===== src/rtl/hdlc_enc_pkg.sv =====
package hdlc_enc_pkg;

  // Framer control states
  typedef enum logic [1:0] {
    ST_IDLE  = 2'd0,  // last octet sent was a flag, no packet open
    ST_OPEN  = 2'd1,  // inside a packet, more payload expected
    ST_ESC   = 2'd2,  // second octet of an escape pair is pending
    ST_CLOSE = 2'd3   // closing (or post-reset) flag is pending
  } fr_state_e;

endpackage


===== src/rtl/hdlc_esc_map.sv =====
module hdlc_esc_map #(
  parameter int            DATA_W = 8,
  parameter logic [DATA_W-1:0] FLAG_B = 8'h7E,
  parameter logic [DATA_W-1:0] ESC_B  = 8'h7D,
  parameter logic [DATA_W-1:0] MASK_B = 8'h20
) (
  input  logic [DATA_W-1:0] byte_i,
  output logic              special_o,
  output logic [DATA_W-1:0] pair_o
);

  // Reserved values are escaped; the second octet is the value with the mask flipped.
  always_comb begin
    special_o = (byte_i == FLAG_B) || (byte_i == ESC_B);
    pair_o    = byte_i ^ MASK_B;
  end

endmodule


===== src/rtl/hdlc_frame_ctrl.sv =====
module hdlc_frame_ctrl
  import hdlc_enc_pkg::*;
#(
  parameter int DATA_W = 8
) (
  input  logic              clk,
  input  logic              rst,
  input  logic              in_valid,
  input  logic              in_last,
  input  logic              in_ready,
  input  logic              out_valid,
  input  logic              out_ready,
  input  logic              special_i,
  input  logic [DATA_W-1:0] pair_i,
  output fr_state_e         state_o,
  output logic [DATA_W-1:0] esc_q_o
);

  fr_state_e         st_q, st_d;
  logic [DATA_W-1:0] esc_q, esc_d;
  logic              esc_last_q, esc_last_d;
  logic              take, fire;

  assign take = in_valid & in_ready;
  assign fire = out_valid & out_ready;

  always_comb begin
    st_d       = st_q;
    esc_d      = esc_q;
    esc_last_d = esc_last_q;
    unique case (st_q)
      ST_IDLE, ST_OPEN: begin
        if (take) begin
          if (special_i) begin
            st_d       = ST_ESC;
            esc_d      = pair_i;
            esc_last_d = in_last;
          end else if (in_last) begin
            st_d = ST_CLOSE;
          end else begin
            st_d = ST_OPEN;
          end
        end
      end
      ST_ESC: begin
        if (fire) st_d = esc_last_q ? ST_CLOSE : ST_OPEN;
      end
      ST_CLOSE: begin
        if (fire) st_d = ST_IDLE;
      end
      default: st_d = ST_CLOSE;
    endcase
  end

  always_ff @(posedge clk) begin
    if (rst) begin
      st_q       <= ST_CLOSE;
      esc_q      <= '0;
      esc_last_q <= 1'b0;
    end else begin
      st_q       <= st_d;
      esc_q      <= esc_d;
      esc_last_q <= esc_last_d;
    end
  end

  assign state_o = st_q;
  assign esc_q_o = esc_q;

endmodule


===== src/rtl/hdlc_out_mux.sv =====
module hdlc_out_mux
  import hdlc_enc_pkg::*;
#(
  parameter int                DATA_W = 8,
  parameter logic [DATA_W-1:0] FLAG_B = 8'h7E,
  parameter logic [DATA_W-1:0] ESC_B  = 8'h7D
) (
  input  fr_state_e         state_i,
  input  logic [DATA_W-1:0] esc_q_i,
  input  logic [DATA_W-1:0] in_data,
  input  logic              in_valid,
  input  logic              special_i,
  input  logic              out_ready,
  output logic [DATA_W-1:0] out_data,
  output logic              out_valid,
  output logic              in_ready
);

  logic [DATA_W-1:0] pay_byte;

  assign pay_byte = special_i ? ESC_B : in_data;

  always_comb begin
    out_data  = FLAG_B;
    out_valid = 1'b1;
    in_ready  = 1'b0;
    unique case (state_i)
      ST_CLOSE: begin
        out_data = FLAG_B;
      end
      ST_ESC: begin
        out_data = esc_q_i;
      end
      ST_IDLE: begin
        in_ready = out_ready;
        out_data = in_valid ? pay_byte : FLAG_B;
      end
      ST_OPEN: begin
        in_ready  = out_ready;
        out_valid = in_valid;
        out_data  = in_valid ? pay_byte : FLAG_B;
      end
      default: begin
        out_data = FLAG_B;
      end
    endcase
  end

endmodule


===== src/rtl/hdlc_octet_framer.sv =====
module hdlc_octet_framer
  import hdlc_enc_pkg::*;
#(
  parameter int                DATA_W = 8,
  parameter logic [DATA_W-1:0] FLAG_B = 8'h7E,
  parameter logic [DATA_W-1:0] ESC_B  = 8'h7D,
  parameter logic [DATA_W-1:0] MASK_B = 8'h20
) (
  input  logic              clk,
  input  logic              rst,
  input  logic [DATA_W-1:0] in_data,
  input  logic              in_valid,
  input  logic              in_last,
  output logic              in_ready,
  output logic [DATA_W-1:0] out_data,
  output logic              out_valid,
  input  logic              out_ready
);

  logic              special;
  logic [DATA_W-1:0] pair;
  fr_state_e         state;
  logic [DATA_W-1:0] esc_q;

  hdlc_esc_map #(
    .DATA_W(DATA_W), .FLAG_B(FLAG_B), .ESC_B(ESC_B), .MASK_B(MASK_B)
  ) u_map (
    .byte_i   (in_data),
    .special_o(special),
    .pair_o   (pair)
  );

  hdlc_frame_ctrl #(.DATA_W(DATA_W)) u_ctrl (
    .clk      (clk),
    .rst      (rst),
    .in_valid (in_valid),
    .in_last  (in_last),
    .in_ready (in_ready),
    .out_valid(out_valid),
    .out_ready(out_ready),
    .special_i(special),
    .pair_i   (pair),
    .state_o  (state),
    .esc_q_o  (esc_q)
  );

  hdlc_out_mux #(
    .DATA_W(DATA_W), .FLAG_B(FLAG_B), .ESC_B(ESC_B)
  ) u_mux (
    .state_i  (state),
    .esc_q_i  (esc_q),
    .in_data  (in_data),
    .in_valid (in_valid),
    .special_i(special),
    .out_ready(out_ready),
    .out_data (out_data),
    .out_valid(out_valid),
    .in_ready (in_ready)
  );

endmodule


===== config.mk =====
export PLATFORM = sky130hd
export DESIGN_NAME = hdlc_octet_framer
export DESIGN_NICKNAME = d
export VERILOG_FILES = /design/src/rtl/hdlc_enc_pkg.sv /design/src/rtl/hdlc_esc_map.sv /design/src/rtl/hdlc_frame_ctrl.sv /design/src/rtl/hdlc_out_mux.sv /design/src/rtl/hdlc_octet_framer.sv
export SDC_FILE = /design/constraint.sdc
export NUM_CORES = 1
export LEC_CHECK = 0
export ABC_AREA = 0
export BUFFER_PORTS_ARGS = -buffer_cell sky130_fd_sc_hd__buf_2
export CELL_PAD_IN_SITES_DETAIL_PLACEMENT = 0
export CELL_PAD_IN_SITES_GLOBAL_PLACEMENT = 1
export CORE_MARGIN = 2
export CORE_UTILIZATION = 30
export CTS_CLUSTER_DIAMETER = 50
export DETAILED_ROUTE_END_ITERATION = 8
export GPL_TIMING_DRIVEN = 0
export MAX_ROUTING_LAYER = met4
export PLACE_DENSITY_LB_ADDON = 0.1
export SLEW_MARGIN = 20
export SYNTH_ARGS = -nofsm -noshare
export SYNTH_HDL_FRONTEND = slang
export SYNTH_SLANG_ARGS = --single-unit
export TNS_END_PERCENT = 100

===== constraint.sdc =====
create_clock -name clk -period 1.3 [get_ports clk]
set_input_delay 0.065 -clock clk [delete_from_list [all_inputs] [get_ports clk]]
set_output_delay 0.065 -clock clk [all_outputs]
set_load 0.005 [all_outputs]

==> results of run 1 <==
==> cell type report <==
cell class	instances	area [sq um]
Fill cell	224	1060
Multi-Input combinational cell	51	418
Sequential cell	11	225
Timing Repair Buffer	26	144
Tap cell	27	33.8
Clock buffer	4	26.3
Inverter	7	26.3
Buffer	1	3.75
==> state kept, by name, indices dropped and copies added (netlist names) <==
| register | count |
|---|---|
| u_ctrl.esc_q_o | 8 |
| u_ctrl.state_o | 2 |
| u_ctrl.esc_last_q | 1 |
==> Yosys cell counts <==
master,instances,area (sq um)
sky130_fd_sc_hd__dfxtp_1,11,220
sky130_fd_sc_hd__inv_1,7,26.3
sky130_fd_sc_hd__nand2_1,5,18.8
sky130_fd_sc_hd__o21a_1,5,37.5
sky130_fd_sc_hd__o22a_1,5,43.8
sky130_fd_sc_hd__o311ai_0,4,35.0
sky130_fd_sc_hd__nor2_1,3,11.3
sky130_fd_sc_hd__o21ai_0,3,15.0
sky130_fd_sc_hd__or4_1,3,22.5
sky130_fd_sc_hd__and3_1,2,12.5
sky130_fd_sc_hd__clkbuf_1,2,7.51
sky130_fd_sc_hd__nand2b_1,2,12.5
sky130_fd_sc_hd__nor2b_1,2,12.5
sky130_fd_sc_hd__nor4_1,2,12.5
sky130_fd_sc_hd__o22ai_1,2,12.5
sky130_fd_sc_hd__a31o_2,1,8.76
sky130_fd_sc_hd__a31oi_1,1,6.26
sky130_fd_sc_hd__a32oi_1,1,8.76
sky130_fd_sc_hd__buf_6,1,11.3
sky130_fd_sc_hd__mux2i_1,1,10.0
sky130_fd_sc_hd__nand3_1,1,5.00
sky130_fd_sc_hd__nand3b_1,1,7.51
sky130_fd_sc_hd__nand4b_1,1,8.76
sky130_fd_sc_hd__nor3_1,1,5.00
sky130_fd_sc_hd__o21ai_1,1,5.00
sky130_fd_sc_hd__or3_1,1,6.26
sky130_fd_sc_hd__or3b_1,1,8.76
sky130_fd_sc_hd__or3b_2,1,8.76
sky130_fd_sc_hd__xnor2_1,1,8.76
==> path summary, 6_finish.rpt <==
path | startpoint | endpoint | cells past startpoint
max reg2reg | u_ctrl.state_o[1]$_SDFFE_PP1P_ | u_ctrl.esc_q_o[1]$_SDFFE_PP0P_ | 4
min reg2reg | u_ctrl.esc_last_q$_SDFFE_PP0P_ | u_ctrl.esc_last_q$_SDFFE_PP0P_ | 2
min | in_last | u_ctrl.esc_last_q$_SDFFE_PP0P_ | 3
max | u_ctrl.state_o[1]$_SDFFE_PP1P_ | u_ctrl.esc_q_o[1]$_SDFFE_PP0P_ | 4
==> worst register-to-register path, cell delays in order (launching register included) <==
cell	delay (ns)
sky130_fd_sc_hd__dfxtp_4	0.37
sky130_fd_sc_hd__nand3b_1	0.22
sky130_fd_sc_hd__buf_6	0.17
sky130_fd_sc_hd__or4_1	0.41
sky130_fd_sc_hd__o311ai_1	0.10
==> stage by stage <==
stage,hold slack (ns),util [%]
floorplan,0.207,-
detailed placement,0.345,38.8
CTS,0.0477,42.6
finish,0.0587,45.2
global placement,0.338,38.8
global route,0.0853,45.2
==> cells by family (layout without fill, tap and decap cells) <==
kind of cell | Yosys count | after routing | synth area share, %
and+or+nand+nor | 26 | 26 | 25.1
AOI/OAI and AO/OA | 23 | 23 | 28.3
xor gates and xnor gates | 1 | 1 | 1.44
DFF | 11 | 11 | 36.1
buffers and inverters | 10 | 38 | 7.39
muxes | 1 | 1 | 1.64
==> placed cells by master (no fill, tap or decap), types with 2 or more instances in the layout <==
master                     synthesis  final
sky130_fd_sc_hd__buf_4             0      3
sky130_fd_sc_hd__clkbuf_4          0      3
sky130_fd_sc_hd__o21ai_0           3      3
sky130_fd_sc_hd__o311ai_1          0      3
sky130_fd_sc_hd__o22ai_2           0      2
sky130_fd_sc_hd__o22a_1            5      5
sky130_fd_sc_hd__clkbuf_1          2      2
sky130_fd_sc_hd__nor2_1            3      2
sky130_fd_sc_hd__nand2b_4          0      2
sky130_fd_sc_hd__nand2_1           5      5
sky130_fd_sc_hd__o21a_1            5      5
sky130_fd_sc_hd__buf_2             0     22
sky130_fd_sc_hd__dfxtp_1          11      9
sky130_fd_sc_hd__or4_4             0      2
sky130_fd_sc_hd__inv_1             7      7
==> routing by layer <==
metal / part of all wire [%] / routed length (um) / GRT usage (%) / vias to the layer above
met3: 3.9 / 67 / 5.52 / 2
met5: 0 / 0 / - / -
li1: - / - / - / 327
met4: 0.53 / 9 / 2.86 / 0
met1: 45 / 770 / 18.5 / 302
met2: 50 / 862 / 24.5 / 10
==> power breakdown <==
group,internal (mW),switching [mW]
sequential,0.355,0.0174
combinational,0.104,0.103
clock,0.119,0.119
total,0.578,0.240
==> timing repair <==
action | CTS | global route
buffers inserted | 4 | 0
setup endpoints to repair | 18 | 18
pin swaps | 3 | 2
gates resized for setup | 10 | 13
endpoints found under the hold margin | 0 | 0
==> key figures, run 1 <==
Run status
  – Outcome: finished with violations
  – Failing checks: negative setup slack

Floorplanning
  – Die width: 49.1 um
  – Num rows: 16
  – Number of top-level design ports: 23
  – Core region area: 1940 sq um
  – Initial Util: 31.4%
  – Die outline height: 49.1 um
  – Area enclosed by the die boundary: 2410 sq um

Clock network
  – Root Driver: sky130_fd_sc_hd__clkbuf_4
  – Num Clock Sinks: 11
  – Buffers from clock root to sink, at most: 2
  – TritonCTS clock tree: built
  – Max H-tree Level: 1
  – Number of buffers created by CTS: 3
  – Clk slew on worst S/H paths: 0.07 ns
  – Clock Latency Late Sink: 0.27 ns
  – # hold bufs at CTS: 0

STA
  – Least-Margin Pin Slew: 0.530 ns
  – Max-slew violations: 0
  – Worst setup slack after layout: -0.0541 ns
  – Hold Violations, Final: 0
  – Final period util: 104%
  – Fmax achieved: 739 MHz
  – Headroom to the max-slew limit: 64.4%
  – Total setup violations reported at the end of the flow: 4
  – Maximum clock skew at final layout: 0.000541 ns
  – TNS Setup: -0.141 ns
  – Shortest period the worst path allows: 1.35 ns
  – Unrepaired setup endpoints after global routing: yes

Cells and area
  – Proportion of layout cells with a drive suffix above 1: 45.0%
  – Area of all placed cells without fillers: 877 sq um
  – Ant diodes: 0
  – Final cell count without fillers: 127
  – Area grow syn2layout: 43.9%
  – Number of nets at the end of the flow: 114

Power and ir drop
  – Leak Pwr: 0.351 nW
  – Total power consumption of the routed design: 0.818 mW
  – Peak VDD IR: 0.511 mV
  – Power Dens Cells: 933 nW/um^2

Placed design
  – Gp weighted congestion: 0.818
  – Instance count after placement with tap cells included: 121
  – Setup WS pre-CTS: -0.391 ns
  – Count of input and output buffers: 22
  – Post-Place Cell Area: 753 sq um
  – HPWL after detailed placement: 1180 um

Worst setup path
  – Data arrival at the endpoint of the critical path: 1.54 ns
  – Worst reg-to-reg setup slack: -0.05 ns
  – List of cells traversed by the critical path: nand3b_1 -> buf_6 -> or4_1 -> o311ai_1
  – Largest fanout of any net on the critical path: 5
  – Startpoint Class: flop
  – Delay of the slowest cell on the worst path: 0.41 ns
  – WP data required: 1.48 ns
  – Endpoint type of the worst setup path: flop
  – Cell family contributing the most delay on the critical path: simple AND/OR/NAND/NOR gates
  – Critical Path Slowest Stage Cell: sky130_fd_sc_hd__or4_1
  – Total buffers and inverters traversed by the critical path: 1
  – Type of the setup path with the least slack: flop to flop

Global routing
  – Number of antenna violations at the first check in global routing: 0
  – GRT Overall Usage: 15.3%
  – Pin count of the biggest net entering global routing: 11
  – Vias in the first global route: 597
  – Sum of overflow across all layers after global routing: 0
  – Wire length of the first global-routing pass: 2740 um

Routing
  – Post-detailed-routing wire length: 1710 um
  – Post-DR vias/cell: 5.05
  – Total iterations of the first detailed-routing run: 3
  – Routed vias: 641
  – Number of nets with antenna violations after detailed routing: 0
  – Avg WL per Cell: 13.5 um
  – Initial detailed-routing violation count: 3
  – Total DRC errors in the routed layout: 0

Logic synthesis
  – Warnings from Yosys: 0
  – Cell area after technology mapping: 609 sq um
  – Synthesized net count: 85
  – Sequential element share of the synthesized area: 36.1%
  – Synthesized instance count: 72
  – Synth Register Bits: 11
  – Mean instance size in the synthesized netlist: 8.46 sq um
  – Yosys cell types: 29

Hold path
  – Type of the worst min-delay path: input port to flop

Run
  – Max cap viols: 0
(Power assumes the default switching activity.)
==> run 2, diff against run 1 <==
Settings changed: CORE_UTILIZATION 30 to 33.
Clock period 1.3 ns to 1.4 ns, I/O delays scaled along.
==> run 2 against run 1 <==
Effect of this change: the flow now finishes without violations; via count up 1.2%; combinational power shrank 12%; die area fell by 8.4%; clock skew grew 0.0068 ns; clock power fell by 3%; utilization rose by 5.3 points; sequential share of layout area barely moved; global-route usage rose by 1.1 points; design area decreased by 0.71%; critical path type is now flop to output pin; critical endpoint is now out_data[0]; largest power group unchanged.
==> key figures, run 2 (synthesized netlist as in run 1, its figures left out) <==
Cells and area
  – Filler Cells Inserted: 198
  – Ant diodes: 0
  – Most used cells in the layout excluding fill and tap cells: sky130_fd_sc_hd__buf_2 (22), sky130_fd_sc_hd__dfxtp_1 (10), sky130_fd_sc_hd__inv_1 (7)
  – Area of combinational cells with multiple inputs: 400 sq um
  – Number of nets at the end of the flow: 116
  – Flip-flop count of the largest register, all copies and words added: 8
  – Area grow syn2layout: 42.9%
  – Most common library cell in the layout ignoring fill and taps: sky130_fd_sc_hd__buf_2
  – Proportion of layout cells with a drive suffix above 1: 42.2%
  – Register Area: 224 sq um
  – Final core occ: 50.4%

STA
  – Fmax achieved: 739 MHz
  – Max-slew violations: 0
  – Maximum clock skew at final layout: 0.00737 ns
  – Unrepaired setup endpoints after global routing: yes
  – Final period util: 96.6%
  – TNS Setup: 0 ns
  – Headroom to the max-slew limit: 66.1%
  – Hold Slack: 0.0504 ns
  – Shortest period the worst path allows: 1.35 ns
  – Hold Violations, Final: 0
  – Worst setup slack after layout: 0.0473 ns
  – Least-Margin Pin Slew: 0.504 ns
  – Total setup violations reported at the end of the flow: 0

Power and ir drop
  – Peak VDD IR: 0.357 mV
  – Leak Pwr: 0.345 nW
  – Power Dens Cells: 872 nW/um^2

Clock network
  – Num Clock Sinks: 11
  – Max H-tree Level: 1
  – Number of buffers created by CTS: 3
  – Clk slew on worst S/H paths: 0.07 ns
  – TritonCTS clock tree: built
  – Root Driver: sky130_fd_sc_hd__clkbuf_4
  – Clock Latency Late Sink: 0.28 ns
  – Buffers from clock root to sink, at most: 2

Run
  – Max cap viols: 0

Worst setup path
  – Number of cells on the worst reg-to-reg path: 5
  – Startpoint Class: flop
  – Endpoint type of the worst setup path: output pin
  – Worst reg-to-reg setup slack: 0.05 ns
  – Data arrival at the endpoint of the critical path: 1.28 ns
  – WP data required: 1.33 ns
  – Worst r2r src: u_ctrl.state_o[1]$_SDFFE_PP1P_
  – Largest fanout of any net on the critical path: 7
  – Source of the critical timing path: u_ctrl.state_o[1]$_SDFFE_PP1P_
  – Type of the setup path with the least slack: flop to output pin

Routing
  – Total DRC errors in the routed layout: 0
  – Post-DR vias/cell: 5.11
  – Total iterations of the first detailed-routing run: 4
  – Post-detailed-routing wire length: 1550 um
  – Number of nets with antenna violations after detailed routing: 0
  – Routed vias: 649
  – Avg WL per Cell: 12.2 um
  – Initial detailed-routing violation count: 2

Floorplanning
  – Initial Util: 35.3%
  – Die width: 47.0 um
  – Area enclosed by the die boundary: 2210 sq um
  – Die outline height: 47.0 um
  – Number of top-level design ports: 23
  – Num rows: 15
  – Core region area: 1730 sq um

Hold path
  – Startpoint of the worst hold path: in_last
  – Type of the worst min-delay path: input port to flop
  – Hold Crit Depth: 3

Global routing
  – Wire length of the first global-routing pass: 2360 um
  – Pin count of the biggest net entering global routing: 11
  – Vias in the first global route: 530
  – Number of antenna violations at the first check in global routing: 0
  – Sum of overflow across all layers after global routing: 0
  – GRT Overall Usage: 16.4%

Run status
  – Outcome: completed

Placed design
  – Setup WS pre-CTS: -0.283 ns
  – HPWL after detailed placement: 1100 um
  – Gp weighted congestion: 0.738
  – Count of input and output buffers: 22
-- run 2: changes by cell type in the layout (fill, tap and decap cells not counted), sizes merged --
| cell | delta |
|---|---|
| buf | +2 |
-- run 2: final timing paths --
check / endpoint
hold reg to reg: u_ctrl.esc_last_q$_SDFFE_PP0P_
setup / recovery: out_data[0]
hold / removal: u_ctrl.esc_last_q$_SDFFE_PP0P_
setup reg to reg: u_ctrl.esc_q_o[1]$_SDFFE_PP0P_
-- run 2: worst max-delay path, cell delays in order (launching register included) --
cell	delay, ns
sky130_fd_sc_hd__dfxtp_4	0.38
sky130_fd_sc_hd__nand2b_2	0.20
sky130_fd_sc_hd__o22ai_1	0.10
sky130_fd_sc_hd__a31o_2	0.21
sky130_fd_sc_hd__buf_2	0.12
-- run 2: where the power goes --
| part | internal, mW | switching (mW) |
|---|---|---|
| sequential | 0.329 | 0.0158 |
| clock | 0.110 | 0.120 |
| combinational | 0.0956 | 0.0884 |
-- run 2: area by class of cell --
type | count | area share (%)
well taps | 25 | 3.59
inverters | 7 | 3.02
clock buffers | 4 | 3.02
repair buffers | 28 | 18.2
flip-flops and latches | 11 | 25.7
multi-input cells | 51 | 46.0
plain buffers | 1 | 0.431
-- run 2: per-layer routing --
| layer | part of all wire [%] | up-vias | track usage, % |
|---|---|---|---|
| met4 | 2.0 | 0 | 8.33 |
| li1 | - | 334 | - |
| met1 | 49 | 295 | 22.2 |
| met2 | 44 | 16 | 21.9 |
| met5 | 0 | - | - |
| met3 | 5.2 | 4 | 4.62 |
-- run 2: what timing repair did --
| item | in CTS | in global routing |
|---|---|---|
| hold buffers | 0 | 0 |
| endpoints found under the setup margin | 17 | 9 |
| endpoints found under the hold margin | 0 | 0 |
| gates resized for setup | 14 | 4 |
| setup buffers | 6 | 0 |
| pin swaps | 6 | 3 |
-- run 2: through the flow --
step           area, sq um  total power [mW]  std cells
6_report               871             0.759        127
3_5_place_dp           751             0.505        119
2_1_floorplan          609             0.437         72
5_1_grt                871             0.813        127
4_1_cts                843             0.761        127
3_3_place_gp           751             0.504        119
==> run 3, diff against run 2 <==
Settings changed: CTS_BUF_LIST set to sky130_fd_sc_hd__clkbuf_16, SKIP_CTS_REPAIR_TIMING set to 1.
==> run 3 against run 2 <==
Effect of this change: the run now ends with negative setup slack left; combinational power hardly changed; first-iteration DRC count grew to 6.5 times the previous value; largest power group is now clock; clock skew shrank 0.0047 ns; sequential share of layout area down 1.2 points; register-to-register slack worse by 0.17 ns.
==> key figures, run 3 (synthesized netlist as in run 1, its figures left out) <==
Worst setup path
  – Number of cells on the worst reg-to-reg path: 4
  – Type of the setup path with the least slack: flop to flop
  – Data arrival at the endpoint of the critical path: 1.66 ns
  – Worst reg-to-reg setup slack: -0.12 ns
  – Worst r2r src: u_ctrl.state_o[1]$_SDFFE_PP1P_
  – Endpoint type of the worst setup path: flop
  – Largest fanout of any net on the critical path: 7
  – Source of the critical timing path: u_ctrl.state_o[1]$_SDFFE_PP1P_
  – WP data required: 1.54 ns
  – Startpoint Class: flop
  – Capturing point of the worst reg2reg path: u_ctrl.esc_q_o[5]$_SDFFE_PP0P_

Power and ir drop
  – Leak Pwr: 0.361 nW
  – Clock share of power: 50.1%
  – Internal power summed over all cells: 0.799 mW
  – Power Dens Cells: 1160 nW/um^2
  – Register share of total power: 32.5%
  – Peak VDD IR: 0.681 mV
  – Switching share of power: 23.8%
  – NetSw: 0.250 mW
  – Relative contribution of combinational cells to total power: 17.5%

STA
  – Max-slew violations: 0
  – Maximum clock skew at final layout: 0.00264 ns
  – Final period util: 109%
  – Fmax achieved: 656 MHz
  – Shortest period the worst path allows: 1.52 ns
  – Hold Slack: 0.0886 ns
  – Unrepaired setup endpoints after global routing: yes
  – TNS Setup: -0.355 ns
  – Headroom to the max-slew limit: 64.4%
  – Least-Margin Pin Slew: 0.531 ns
  – Worst setup slack after layout: -0.124 ns
  – Total setup violations reported at the end of the flow: 4
  – Hold Violations, Final: 0

Floorplanning
  – Initial Util: 35.3%
  – Num rows: 15
  – Core region area: 1730 sq um
  – Die outline height: 47.0 um
  – Area enclosed by the die boundary: 2210 sq um
  – Number of top-level design ports: 23
  – Die width: 47.0 um

Cells and area
  – Area grow syn2layout: 48.0%
  – Most used cells in the layout excluding fill and tap cells: sky130_fd_sc_hd__buf_2 (22), sky130_fd_sc_hd__dfxtp_1 (10), sky130_fd_sc_hd__inv_1 (8)
  – Ant diodes: 0
  – Number of nets at the end of the flow: 116
  – Most common library cell in the layout ignoring fill and taps: sky130_fd_sc_hd__buf_2
  – Proportion of layout cells with a drive suffix above 1: 39.2%
  – Flip-flop count of the largest register, all copies and words added: 8
  – Filler Cells Inserted: 182
  – Final cell count without fillers: 127

Placed design
  – Count of input and output buffers: 22
  – Gp weighted congestion: 0.738
  – Instance count after placement with tap cells included: 119
  – HPWL after detailed placement: 1100 um

Clock network
  – Num Clock Sinks: 11
  – Max H-tree Level: 1
  – Root Driver: sky130_fd_sc_hd__clkbuf_16
  – Number of buffers created by CTS: 3
  – Clock Latency Late Sink: 0.24 ns
  – Buffers from clock root to sink, at most: 2
  – TritonCTS clock tree: built
  – Clk slew on worst S/H paths: 0.04 ns

Global routing
  – Wire length of the first global-routing pass: 2280 um
  – Vias in the first global route: 506
  – GRT Overall Usage: 15.4%
  – Number of antenna violations at the first check in global routing: 0
  – Pin count of the biggest net entering global routing: 11
  – Sum of overflow across all layers after global routing: 0

Hold path
  – Hold Crit Depth: 3
  – Startpoint of the worst hold path: in_last
  – Type of the worst min-delay path: input port to flop
  – Hold Path End: u_ctrl.esc_last_q$_SDFFE_PP0P_

Routing
  – Total DRC errors in the routed layout: 0
  – Initial detailed-routing violation count: 13
  – Number of nets with antenna violations after detailed routing: 0
  – Post-detailed-routing wire length: 1550 um
  – Routed vias: 647
  – Avg WL per Cell: 12.2 um
  – Total iterations of the first detailed-routing run: 2
  – Post-DR vias/cell: 5.09

Run status
  – Outcome: finished with violations
  – Failing checks: negative setup slack

Run
  – Max cap viols: 0
[run 3: cell types whose count changed in the layout (fill, tap and decap cells not counted), sizes merged]
cell and delta:
inv +1, clkbuf -1
[run 3: through the flow]
step | utilization, % | total power [mW] | setup WS (ns) | area (sq um)
after CTS | 48.0 | 1.03 | -0.281 | 830
after global placement | 43.5 | 0.504 | -0.238 | 751
final | 52.2 | 1.05 | -0.124 | 902
after floorplan | - | 0.437 | 0.0353 | 609
after detailed placement | 43.5 | 0.505 | -0.283 | 751
after global routing | 52.2 | 1.11 | -0.147 | 902
[run 3: how the worst max path moves through the flow]
stage / endpoint / slack (ns) / cells after the start
5_1_grt: u_ctrl.esc_q_o[5]$_SDFFE_PP0P_ / -0.15 / 4
3_5_place_dp: u_ctrl.state_o[0]$_SDFFE_PP1P_ / -0.28 / 4
2_1_floorplan: u_ctrl.state_o[0]$_SDFFE_PP1P_ / 0.04 / 4
6_report: u_ctrl.esc_q_o[5]$_SDFFE_PP0P_ / -0.12 / 4
4_1_cts: u_ctrl.state_o[0]$_SDFFE_PP1P_ / -0.28 / 4
3_3_place_gp: u_ctrl.state_o[0]$_SDFFE_PP1P_ / -0.24 / 4
[run 3: area by class of cell]
| cell class | count | area (sq um) | share of cell area (%) |
|---|---|---|---|
| Multi-Input combinational cell | 51 | 382 | 42.3 |
| Buffer | 2 | 15.0 | 1.66 |
| Tap cell | 25 | 31.3 | 3.47 |
| Clock buffer | 3 | 75.1 | 8.32 |
| Sequential cell | 11 | 221 | 24.5 |
| Timing Repair Buffer | 27 | 148 | 16.4 |
| Inverter | 7 | 26.3 | 2.91 |
| Clock inverter | 1 | 3.75 | 0.416 |
[run 3: critical path: stages, from the launching register on]
cell	delay (ns)
sky130_fd_sc_hd__dfxtp_2	0.31
sky130_fd_sc_hd__buf_6	0.12
sky130_fd_sc_hd__nand3b_1	0.24
sky130_fd_sc_hd__or4_4	0.59
sky130_fd_sc_hd__and3_4	0.16
[run 3: per-layer routing]
layer | vias to the layer above | GRT usage [%] | routed length [um]
met2 | 16 | 20.5 | 692
met5 | - | - | 0
li1 | 334 | - | -
met1 | 295 | 21.8 | 767
met3 | 2 | 3.46 | 79
met4 | 0 | 6.67 | 13
[run 3: power groups by stage]
stage / Clock [mW] / Sequential, mW / Combinational, mW
floorplan: 0 / 0.343 / 0.0942
global placement: 0 / 0.345 / 0.159
detailed placement: 0 / 0.345 / 0.160
CTS: 0.532 / 0.340 / 0.161
global route: 0.561 / 0.342 / 0.202
finish: 0.525 / 0.341 / 0.183
